==> src/rtl/hsro_pkg.sv <==
package hsro_pkg;
  localparam int unsigned REG_W  = 16;
  localparam int unsigned MODE_B = 15;
  // status bit positions
  localparam int unsigned ST_IN  = 0;
  localparam int unsigned ST_OUT = 1;
  localparam int unsigned ST_DAT = 2;
  localparam int unsigned ST_W   = 3;

  typedef enum logic {
    MODE_BYPASS = 1'b0,
    MODE_LOCAL  = 1'b1
  } chain_mode_e;
endpackage

==> src/rtl/hsro_cfg_reg.sv <==
module hsro_cfg_reg
  import hsro_pkg::*;
#(
  parameter int unsigned CNT_W = 4
) (
  input  logic                  clk_i,
  input  logic                  rst_ni,
  input  logic                  we_i,
  input  logic [REG_W-1:0]      wdata_i,
  output chain_mode_e           mode_o,
  output logic [CNT_W-1:0]      tc_o,
  output logic [REG_W-1:0]      rd_o
);
  localparam int unsigned PAD_W = MODE_B - CNT_W;

  chain_mode_e      mode_q;
  logic [CNT_W-1:0] tc_q;

  always_ff @(posedge clk_i or negedge rst_ni) begin
    if (!rst_ni) begin
      mode_q <= MODE_BYPASS;
      tc_q   <= '0;
    end else if (we_i) begin
      mode_q <= chain_mode_e'(wdata_i[MODE_B]);
      tc_q   <= wdata_i[CNT_W-1:0];
    end
  end

  assign mode_o = mode_q;
  assign tc_o   = tc_q;
  assign rd_o   = {mode_q, {PAD_W{1'b0}}, tc_q};
endmodule

==> src/rtl/hsro_word_cnt.sv <==
module hsro_word_cnt #(
  parameter int unsigned CNT_W = 4
) (
  input  logic             clk_i,
  input  logic             rst_ni,
  input  logic             run_i,   // local mode and token held
  input  logic             clr_i,   // incoming enable released
  input  logic [CNT_W-1:0] tc_i,
  output logic [CNT_W-1:0] cnt_o,
  output logic             below_o
);
  logic [CNT_W-1:0] cnt_q;
  logic             below;

  assign below = (cnt_q < tc_i);

  always_ff @(posedge clk_i or negedge rst_ni) begin
    if (!rst_ni)              cnt_q <= '0;
    else if (clr_i)           cnt_q <= '0;
    else if (run_i && below)  cnt_q <= cnt_q + CNT_W'(1);
  end

  assign cnt_o   = cnt_q;
  assign below_o = below;
endmodule

==> src/rtl/hsro_chain_sel.sv <==
module hsro_chain_sel
  import hsro_pkg::*;
(
  input  chain_mode_e mode_i,
  input  logic        en_ni,
  input  logic        below_i,
  output logic        en_no,
  output logic        data_en_o
);
  logic held;
  assign held = ~en_ni;

  always_comb begin
    unique case (mode_i)
      MODE_LOCAL: begin
        data_en_o = held & below_i;
        en_no     = ~(held & ~below_i);
      end
      default: begin
        data_en_o = 1'b0;
        en_no     = en_ni;
      end
    endcase
  end
endmodule

==> src/rtl/hsro_chain_ctrl.sv <==
module hsro_chain_ctrl
  import hsro_pkg::*;
#(
  parameter int unsigned CNT_W = 4
) (
  input  logic             clk_i,
  input  logic             rst_ni,
  input  logic             cfg_we_i,
  input  logic [15:0]      cfg_wdata_i,
  input  logic             chain_en_ni,
  output logic             chain_en_no,
  output logic             data_en_o,
  output logic [2:0]       state_o,
  output logic [15:0]      cfg_rd_o,
  output logic [CNT_W-1:0] cur_cnt_o
);
  chain_mode_e      mode;
  logic [CNT_W-1:0] tc;
  logic             below;
  logic             out_n;
  logic             den;

  hsro_cfg_reg #(.CNT_W(CNT_W)) u_cfg (
    .clk_i   (clk_i),
    .rst_ni  (rst_ni),
    .we_i    (cfg_we_i),
    .wdata_i (cfg_wdata_i),
    .mode_o  (mode),
    .tc_o    (tc),
    .rd_o    (cfg_rd_o)
  );

  hsro_word_cnt #(.CNT_W(CNT_W)) u_cnt (
    .clk_i   (clk_i),
    .rst_ni  (rst_ni),
    .run_i   ((mode == MODE_LOCAL) & ~chain_en_ni),
    .clr_i   (chain_en_ni),
    .tc_i    (tc),
    .cnt_o   (cur_cnt_o),
    .below_o (below)
  );

  hsro_chain_sel u_sel (
    .mode_i    (mode),
    .en_ni     (chain_en_ni),
    .below_i   (below),
    .en_no     (out_n),
    .data_en_o (den)
  );

  assign chain_en_no       = out_n;
  assign data_en_o         = den;
  assign state_o[ST_IN]    = chain_en_ni;
  assign state_o[ST_OUT]   = out_n;
  assign state_o[ST_DAT]   = den;
endmodule

==> config.mk <==
export PLATFORM = sky130hd
export DESIGN_NAME = hsro_chain_ctrl
export DESIGN_NICKNAME = d
export VERILOG_FILES = /design/src/rtl/hsro_pkg.sv /design/src/rtl/hsro_cfg_reg.sv /design/src/rtl/hsro_word_cnt.sv /design/src/rtl/hsro_chain_sel.sv /design/src/rtl/hsro_chain_ctrl.sv
export SDC_FILE = /design/constraint.sdc
export NUM_CORES = 1
export LEC_CHECK = 0
export CAP_MARGIN = 30
export CORE_UTILIZATION = 30
export DETAILED_ROUTE_END_ITERATION = 10
export GPL_ROUTABILITY_DRIVEN = 0
export MAX_ROUTING_LAYER = met4
export PLACE_DENSITY = 0.74
export SLEW_MARGIN = 10
export SYNTH_ARGS = -nofsm -noshare
export SYNTH_HDL_FRONTEND = slang
export SYNTH_SLANG_ARGS = --single-unit
export TNS_END_PERCENT = 10
==> constraint.sdc <==
create_clock -name clk_i -period 3.4 [get_ports clk_i]
set_clock_uncertainty 0.05 [all_clocks]
set_input_delay 0.68 -clock clk_i [delete_from_list [all_inputs] [get_ports clk_i]]
set_output_delay 0.68 -clock clk_i [all_outputs]
set_load 0.02 [all_outputs]
==> impl_summary.log, run 1 <==
INFO  metric layout.cells.non_filler = 105
INFO  metric detailedRoute.firstPassIterationCount = 1
INFO  metric placement_rows = 15
INFO  metric hold_slack = 482.5 ps
INFO  metric chipHeight = 45.85 um
INFO  metric min_path_type = reg -> reg
INFO  metric routed_wl = 938 um
INFO  metric p_leak = 0.3557 nW
INFO  metric cts_buffers = 3
INFO  metric yosysSeqAreaShare = 39.05%
INFO  metric placed_cells_incl_taps = 101
INFO  metric floorplan.die_area = 2102 sq um
INFO  metric hold_viol_final = 0
INFO  metric timing_max_transition_violations_final = 0
INFO  metric crit_buf_inv = 1
INFO  metric postPlaceCellArea = 749.5 sq um
INFO  metric synth_cells = 60
INFO  metric synth.top_cell.area_share = 39.05%
INFO  metric cts.repair.resized = 0
INFO  metric synth_area = 576.8 sq um
INFO  metric groute.layer.met1.usage = 13.14%
INFO  metric hold_buffers = 0
INFO  metric status = complete, no violations
INFO  metric grt_max_degree = 10
INFO  metric dp_hpwl = 746.6 um
INFO  metric clock_tree.buffer_depth = 2
INFO  metric ys_warns = 0
INFO  metric antenna_violations_before_repair = 0
INFO  metric critical_path_arrival = 2240 ps
INFO  metric globalRouteTotalUtil = 11.11%
INFO  metric max_stage_delay = 540 ps
INFO  metric core = 1764 sq um
INFO  metric worstSetupPathType = reg -> out
INFO  metric syn_area_per_cell = 9.613 sq um
INFO  metric critical-path-top-delay-family = buffers and inverters
INFO  metric start_util = 32.70%
INFO  metric groute.layer.met3.usage = 2.778%
INFO  metric tritoncts_clock_tree = yes
INFO  metric met2_routing_resource_usage_after_global_routing = 14.93%
INFO  metric clock-sinks = 9
INFO  metric io_pins = 45
INFO  metric fmax = 0.3362 GHz
INFO  metric pwrdens = 415.5 nW/um^2
INFO  metric post_synth_main_area_contributors = dfrtp_1, buf_4, ha_1, o21ai_0, mux2_2
INFO  metric worst_setup_path_start_kind = register
INFO  metric clock_insertion_delay_worst_skew = 260 ps
INFO  metric synthToLayoutAreaGrowth = 34.49%
INFO  metric port-buffer-count = 22
INFO  metric remaining_drc_errors = 0
INFO  metric post-route-min-period = 2975 ps
INFO  metric yosys_register_bits = 9
INFO  metric detail-route-antenna-nets = 0
INFO  metric finish.net_count = 105
INFO  metric worstSetupEndpointType = primary output
INFO  metric slowest_stage = clkdlybuf4s50_1
INFO  metric critical_path_peak_fanout = 8
INFO  metric cp_cell_sequence = ha_1 > o211ai_1 > o211ai_2 > or2b_1 > clkdlybuf4s50_1
INFO  metric post-cts-setup-buffer-count = 0
INFO  metric vias_per_cell = 3.962
INFO  metric insertedDiodeCount = 0
INFO  metric maxCapViolCount = 0
INFO  metric route.detailed.wl_per_inst = 8.933 um
INFO  metric setup_viol = 0
INFO  metric global_route_wire_length_before_repair = 1.531 mm
INFO  metric h-tree-depth = 1
INFO  metric synth_top_cell_by_area = dfrtp_1
INFO  metric synthDistinctLibCells = 20
INFO  metric grt_most_used_layer = met2
INFO  metric die_w = 45.85 um
INFO  metric layout-drive-gt1-share = 8.750%
INFO  metric rsz0062_at_grt = no
INFO  metric grt-ovfl-total = 0
INFO  metric initialDrtViolationCount = 0
INFO  metric cts.reportedPaths.clkPinSlew = 60 ps
INFO  metric vias = 416
INFO  metric cp_data_required_time = 2670 ps
INFO  metric p_total = 0.3223 mW
INFO  metric fin_area = 775.7 sq um
INFO  metric power.ir.vdd_worst = 0.2040 mV
INFO  metric setup_total_negative_slack = 0 ps
INFO  metric cts_root_buffer = clkbuf_4
INFO  metric final_min_period_over_clock_period = 87.49%
INFO  metric via_count_of_the_first_global_routing_pass = 359
==> stage by stage <==
stage          setup WS, ps  util [%]
3_5_place_dp          641.6     42.48
3_3_place_gp          647.9     42.48
4_1_cts               397.1     43.97
6_report              425.4     43.97
2_1_floorplan         939.3         -
5_1_grt               313.3     43.97
==> power breakdown <==
part           internal, mW  total [mW]  switching, mW
clock network        0.0453      0.0839         0.0386
registers             0.117       0.127        0.00954
logic                0.0518       0.112         0.0599
==> cells in the mapped netlist <==
cell	count
a21oi_1	2
buf_4	15
clkbuf_1	1
conb_1	1
dfrtp_1	9
ha_1	4
inv_1	4
mux2_2	2
mux2i_1	1
nand2_1	4
nand3_1	1
nor2_1	3
nor2b_1	1
nor3b_2	1
o211ai_1	1
o211ai_2	1
o21ai_0	5
or2b_1	1
or3_1	2
xor2_1	1
==> metal layers <==
metal  vias to the layer above  wire, um
met1                       188       411
met4                         0        14
met5                         -         0
met2                        15       459
li1                        211         -
met3                         2        53
==> cell usage in the layout (no fill, tap or decap), types with 3 or more instances in the layout <==
cell type        instances
nor2_1                   3
clkbuf_4                 3
ha_1                     4
o21ai_0                  5
nand2_1                  4
clkdlybuf4s50_1         22
conb_1                  11
inv_1                    4
dfrtp_1                  9
==> final cells by class <==
class | instances | area (sq um)
clock buffer | 4 | 26.28
inverter | 4 | 15.01
timing repair buffer | 22 | 220.2
multi-input combinational | 41 | 257.7
tap | 25 | 31.28
sequential | 9 | 225.2
fill | 185 | 988.4
==> flip-flops by register name, indices dropped and copies added (netlist names) <==
register and count:
u_cnt.cnt_o 4, u_cfg.mode_o 1, u_cfg.tc_o 4
==> worst paths after layout <==
| kind | startpoint | to | slack, ps | cells after the start |
|---|---|---|---|---|
| setup reg to reg | u_cnt.cnt_o[1] | u_cnt.cnt_o[3] | 1610 | 5 |
| setup / recovery | u_cnt.cnt_o[1] | chain_en_no | 430 | 5 |
| max in group asynchronous | rst_ni | u_cfg.tc_o[1] | 2350 | 1 |
| min in group asynchronous | rst_ni | u_cnt.cnt_o[2] | 660 | 1 |
| hold / removal | u_cfg.mode_o | u_cfg.mode_o | 480 | 1 |
| hold reg to reg | u_cfg.mode_o | u_cfg.mode_o | 480 | 1 |
==> worst reg2reg max path, cell delays in order, from the launching register on <==
cell and delay, ps:
dfrtp_1 430, ha_1 290, o211ai_1 200, o211ai_2 200, or3_1 390, a21oi_1 150
==> kinds of logic (layout without fill, tap and decap cells) <==
kind of cell             after synthesis  count (layout)  share of synthesized area (%)
adder cells (fa/ha/maj)                4               4                          8.677
AO/OA/AOI/OAI                          9               9                          9.544
flip-flops                             9               9                          39.05
XOR/XNOR                               1               1                          1.519
multiplexers                           3               3                          5.640
buffers and inverters                 20              30                          22.78
AND/OR/NAND/NOR                       13              13                          12.15
other                                  1              11                         0.6501
Power figures use the tool's default switching activity.
==> run 2, diff against run 1 <==
ABC_AREA = 1   (was default)
PLACE_DENSITY = 0.71   (was 0.74)
==> impl_summary.log, run 2 <==
INFO  metric status = complete, no violations
INFO  metric vias = 498 (+20%)
INFO  metric synth_commonest_cells = buf_4, nand2_1, dfrtp_1
INFO  metric global_route_wire_length_before_repair = 1.669 mm (+9.0%)
INFO  metric synthDistinctLibCells = 18 (-10%)
INFO  metric crit_start = u_cnt.cnt_o[3]
INFO  metric synth-edff-count = 0 (unchanged)
INFO  metric start_util = 32.26% (-0.43 points)
INFO  metric synth_area = 639.4 sq um (+11%)
INFO  metric placed_cells_incl_taps = 119 (+18%)
INFO  metric fmax = 0.3356 GHz (-0.17%)
INFO  metric maxCapViolCount = 0 (unchanged)
INFO  metric hold_viol_final = 0 (unchanged)
INFO  metric synth.top_cell.area_share = 35.23% (-3.8 points)
INFO  metric remaining_drc_errors = 0 (unchanged)
INFO  metric die_w = 48.17 um (+5.0%)
INFO  metric max_stage_delay = 620 ps (+80 ps)
INFO  metric setup_total_negative_slack = 0 ps (unchanged)
INFO  metric p_int = 0.2051 mW (-4.3%)
INFO  metric critical_path_peak_fanout = 6 (-2)
INFO  metric cp_cell_sequence = ha_1 > nand2_1 > nor3b_4 > nand2_4 > nor2_1 > clkdlybuf4s50_1
INFO  metric postPlaceCellArea = 813.3 sq um (+8.5%)
INFO  metric yosysSeqAreaShare = 35.23% (-3.8 points)
INFO  metric cts_buffers = 3 (unchanged)
INFO  metric pwrdens = 372.0 nW/um^2 (-10%)
INFO  metric clock_insertion_delay_worst_skew = 260 ps (about the same)
INFO  metric routed_wl = 1.076 mm (+15%)
INFO  metric yosys_most_used_dff = dfrtp_1
INFO  metric dp_hpwl = 871.4 um (+17%)
INFO  metric detail-route-antenna-nets = 0 (unchanged)
INFO  metric critical_path_arrival = 2250 ps (about the same)
INFO  metric sequential_cell_area = 225.2 sq um (unchanged)
INFO  metric clock_tree.buffer_depth = 2 (unchanged)
INFO  metric multi_input_area = 295.3 sq um (+15%)
INFO  metric placement_rows = 16 (+1)
INFO  metric floorplan.die_area = 2320 sq um (+10%)
INFO  metric power.ir.vdd_worst = 0.1440 mV (-29%)
INFO  metric mostFrequentLayoutCells = clkdlybuf4s50_1, nand2_1, conb_1
INFO  metric share_of_synthesized_flip_flops_with_an_asynchronous_set_or_reset = 100.0% (unchanged)
INFO  metric synth_cells = 76 (+27%)
INFO  metric worstSetupPathType = reg -> out
INFO  metric tritoncts_clock_tree = yes
INFO  metric cts.repair.resized = 0 (unchanged)
INFO  metric layout.cells.non_filler = 123 (+17%)
INFO  metric slowest_stage = clkdlybuf4s50_1
INFO  metric post_synth_main_area_contributors = dfrtp_1, buf_4, nand2_1, ha_1, nand4_1
INFO  metric power.clock.fraction = 26.6% (+0.6 points)
INFO  metric cp_data_required_time = 2670 ps (about the same)
INFO  metric vias_per_cell = 4.049 (+2.2%)
INFO  metric via_count_of_the_first_global_routing_pass = 395 (+10%)
INFO  metric grt-ovfl-total = 0 (unchanged)
INFO  metric core = 1982 sq um (+12%)
INFO  metric crit_path_end = data_en_o
INFO  metric final_min_period_over_clock_period = 87.64% (+0.15 points)
INFO  metric syn_area_per_cell = 8.413 sq um (-12%)
INFO  metric grt_max_degree = 10 (unchanged)
INFO  metric fill_cells = 203 (+9.7%)
INFO  metric p_comb_share = 33.7% (-1.0 points)
INFO  metric p_leak = 0.4323 nW (+22%)
INFO  metric ys_warns = 0 (unchanged)
INFO  metric synthToLayoutAreaGrowth = 31.31%
INFO  metric antenna_violations_before_repair = 0 (unchanged)
INFO  metric fin_area = 839.6 sq um (+8.2%)
INFO  metric hold_slack = 466.4 ps (-16.18 ps)
INFO  metric synth_top_cell_by_area = dfrtp_1
INFO  metric net-switching-power = 0.1072 mW (-0.72%)
INFO  metric seq_power_share = 39.6% (+0.3 points)
INFO  metric port-buffer-count = 22 (unchanged)
INFO  metric initialDrtViolationCount = 4 (+4)
INFO  metric cts_root_buffer = clkbuf_4
INFO  metric most_common_cell_after_layout_fill_and_taps_aside = clkdlybuf4s50_1
INFO  metric insertedDiodeCount = 0 (unchanged)
INFO  metric worstSetupEndpointType = primary output
INFO  metric finish.net_count = 121 (+15%)
INFO  metric worstReg2RegStart = u_cnt.cnt_o[3]
INFO  metric reg2reg_setup_slack = 1870 ps (+260 ps)
INFO  metric worst_setup_path_start_kind = register
INFO  metric post-route-min-period = 2980 ps (+5.168 ps)
INFO  metric h-tree-depth = 1 (unchanged)
INFO  metric yosys_register_bits = 9 (unchanged)
INFO  metric detailedRoute.firstPassIterationCount = 4 (+3)
INFO  metric route.detailed.wl_per_inst = 8.748 um (-2.1%)
INFO  metric chipHeight = 48.17 um (+5.0%)
INFO  metric min_path_type = reg -> reg
INFO  metric r2r_end = u_cnt.cnt_o[0]
INFO  metric clock-sinks = 9 (unchanged)
INFO  metric r2r_cells = 6 (+1)
INFO  metric cts.reportedPaths.clkPinSlew = 60 ps (about the same)
INFO  metric setup_viol = 0 (unchanged)
INFO  metric hold_buffers = 0 (unchanged)
INFO  metric globalRouteTotalUtil = 10.88% (-0.23 points)
INFO  metric layout-drive-gt1-share = 12.50% (+3.8 points)
INFO  metric rsz0062_at_grt = no
INFO  metric timing_max_transition_violations_final = 0 (unchanged)
INFO  metric io_pins = 45 (unchanged)
INFO  metric post-cts-setup-buffer-count = 0 (unchanged)
INFO  metric power.switching_fraction = 34.33% (+0.83 points)
## run 2: power groups by stage
stage	Sequential (mW)	Clock [mW]	Combinational, mW
finish	0.124	0.0832	0.105
global route	0.125	0.0953	0.116
CTS	0.124	0.0888	0.107
detailed placement	0.126	0	0.106
global placement	0.125	0	0.105
floorplan	0.134	0	0.0692
## run 2: final cells by class
type	instances	share of cell area, %
inverter	10	4.620
sequential	9	26.83
clock buffer	4	3.130
tap	27	4.024
timing repair buffer	22	26.23
multi-input combinational	51	35.17
## run 2: critical path, delay by kind of cell, from the launching register on
family / cells / cell delay, ps
AND/OR/NAND/NOR: 4 / 630
buffers and inverters: 1 / 620
flip-flops: 1 / 420
adder cells (fa/ha/maj): 1 / 310
## run 2: worst min-delay path by stage
stage / startpoint / end / cells after the start
after global routing: u_cfg.tc_o[0] / u_cfg.tc_o[0] / 1
after CTS: u_cfg.tc_o[0] / u_cfg.tc_o[0] / 1
after global placement: u_cfg.tc_o[0] / u_cfg.tc_o[0] / 1
after detailed placement: u_cfg.tc_o[0] / u_cfg.tc_o[0] / 1
final: u_cfg.tc_o[0] / u_cfg.tc_o[0] / 1
after floorplan: rst_ni / u_cfg.mode_o / 0
## run 2: metrics by stage
stage	total power, mW	utilization, %	setup WS (ps)
2_1_floorplan	0.2028	-	881.7
3_3_place_gp	0.2306	41.04	708.6
3_5_place_dp	0.2319	41.04	688.0
4_1_cts	0.3194	42.36	397.1
5_1_grt	0.3365	42.36	282.0
6_report	0.3123	42.36	420.2
## run 2: logic make-up after synthesis
family	count (synthesis)	share of synthesized area (%)
AND/OR/NAND/NOR	30	25.63
flip-flops	9	35.23
multiplexers	1	1.761
adder cells (fa/ha/maj)	4	7.828
AO/OA/AOI/OAI	4	3.131
other	1	0.5865
XOR/XNOR	1	1.370
buffers and inverters	26	24.46
## run 2: metal layers
metal  wire (um)  track usage, %  up-vias  share of wire (%)
li1            -               -      260                  -
met2         536           15.20       20                 50
met5           0               -        -                  0
met3          47           2.222        2                4.4
met1         478           14.22      216                 44
met4          12           6.667        0                1.1
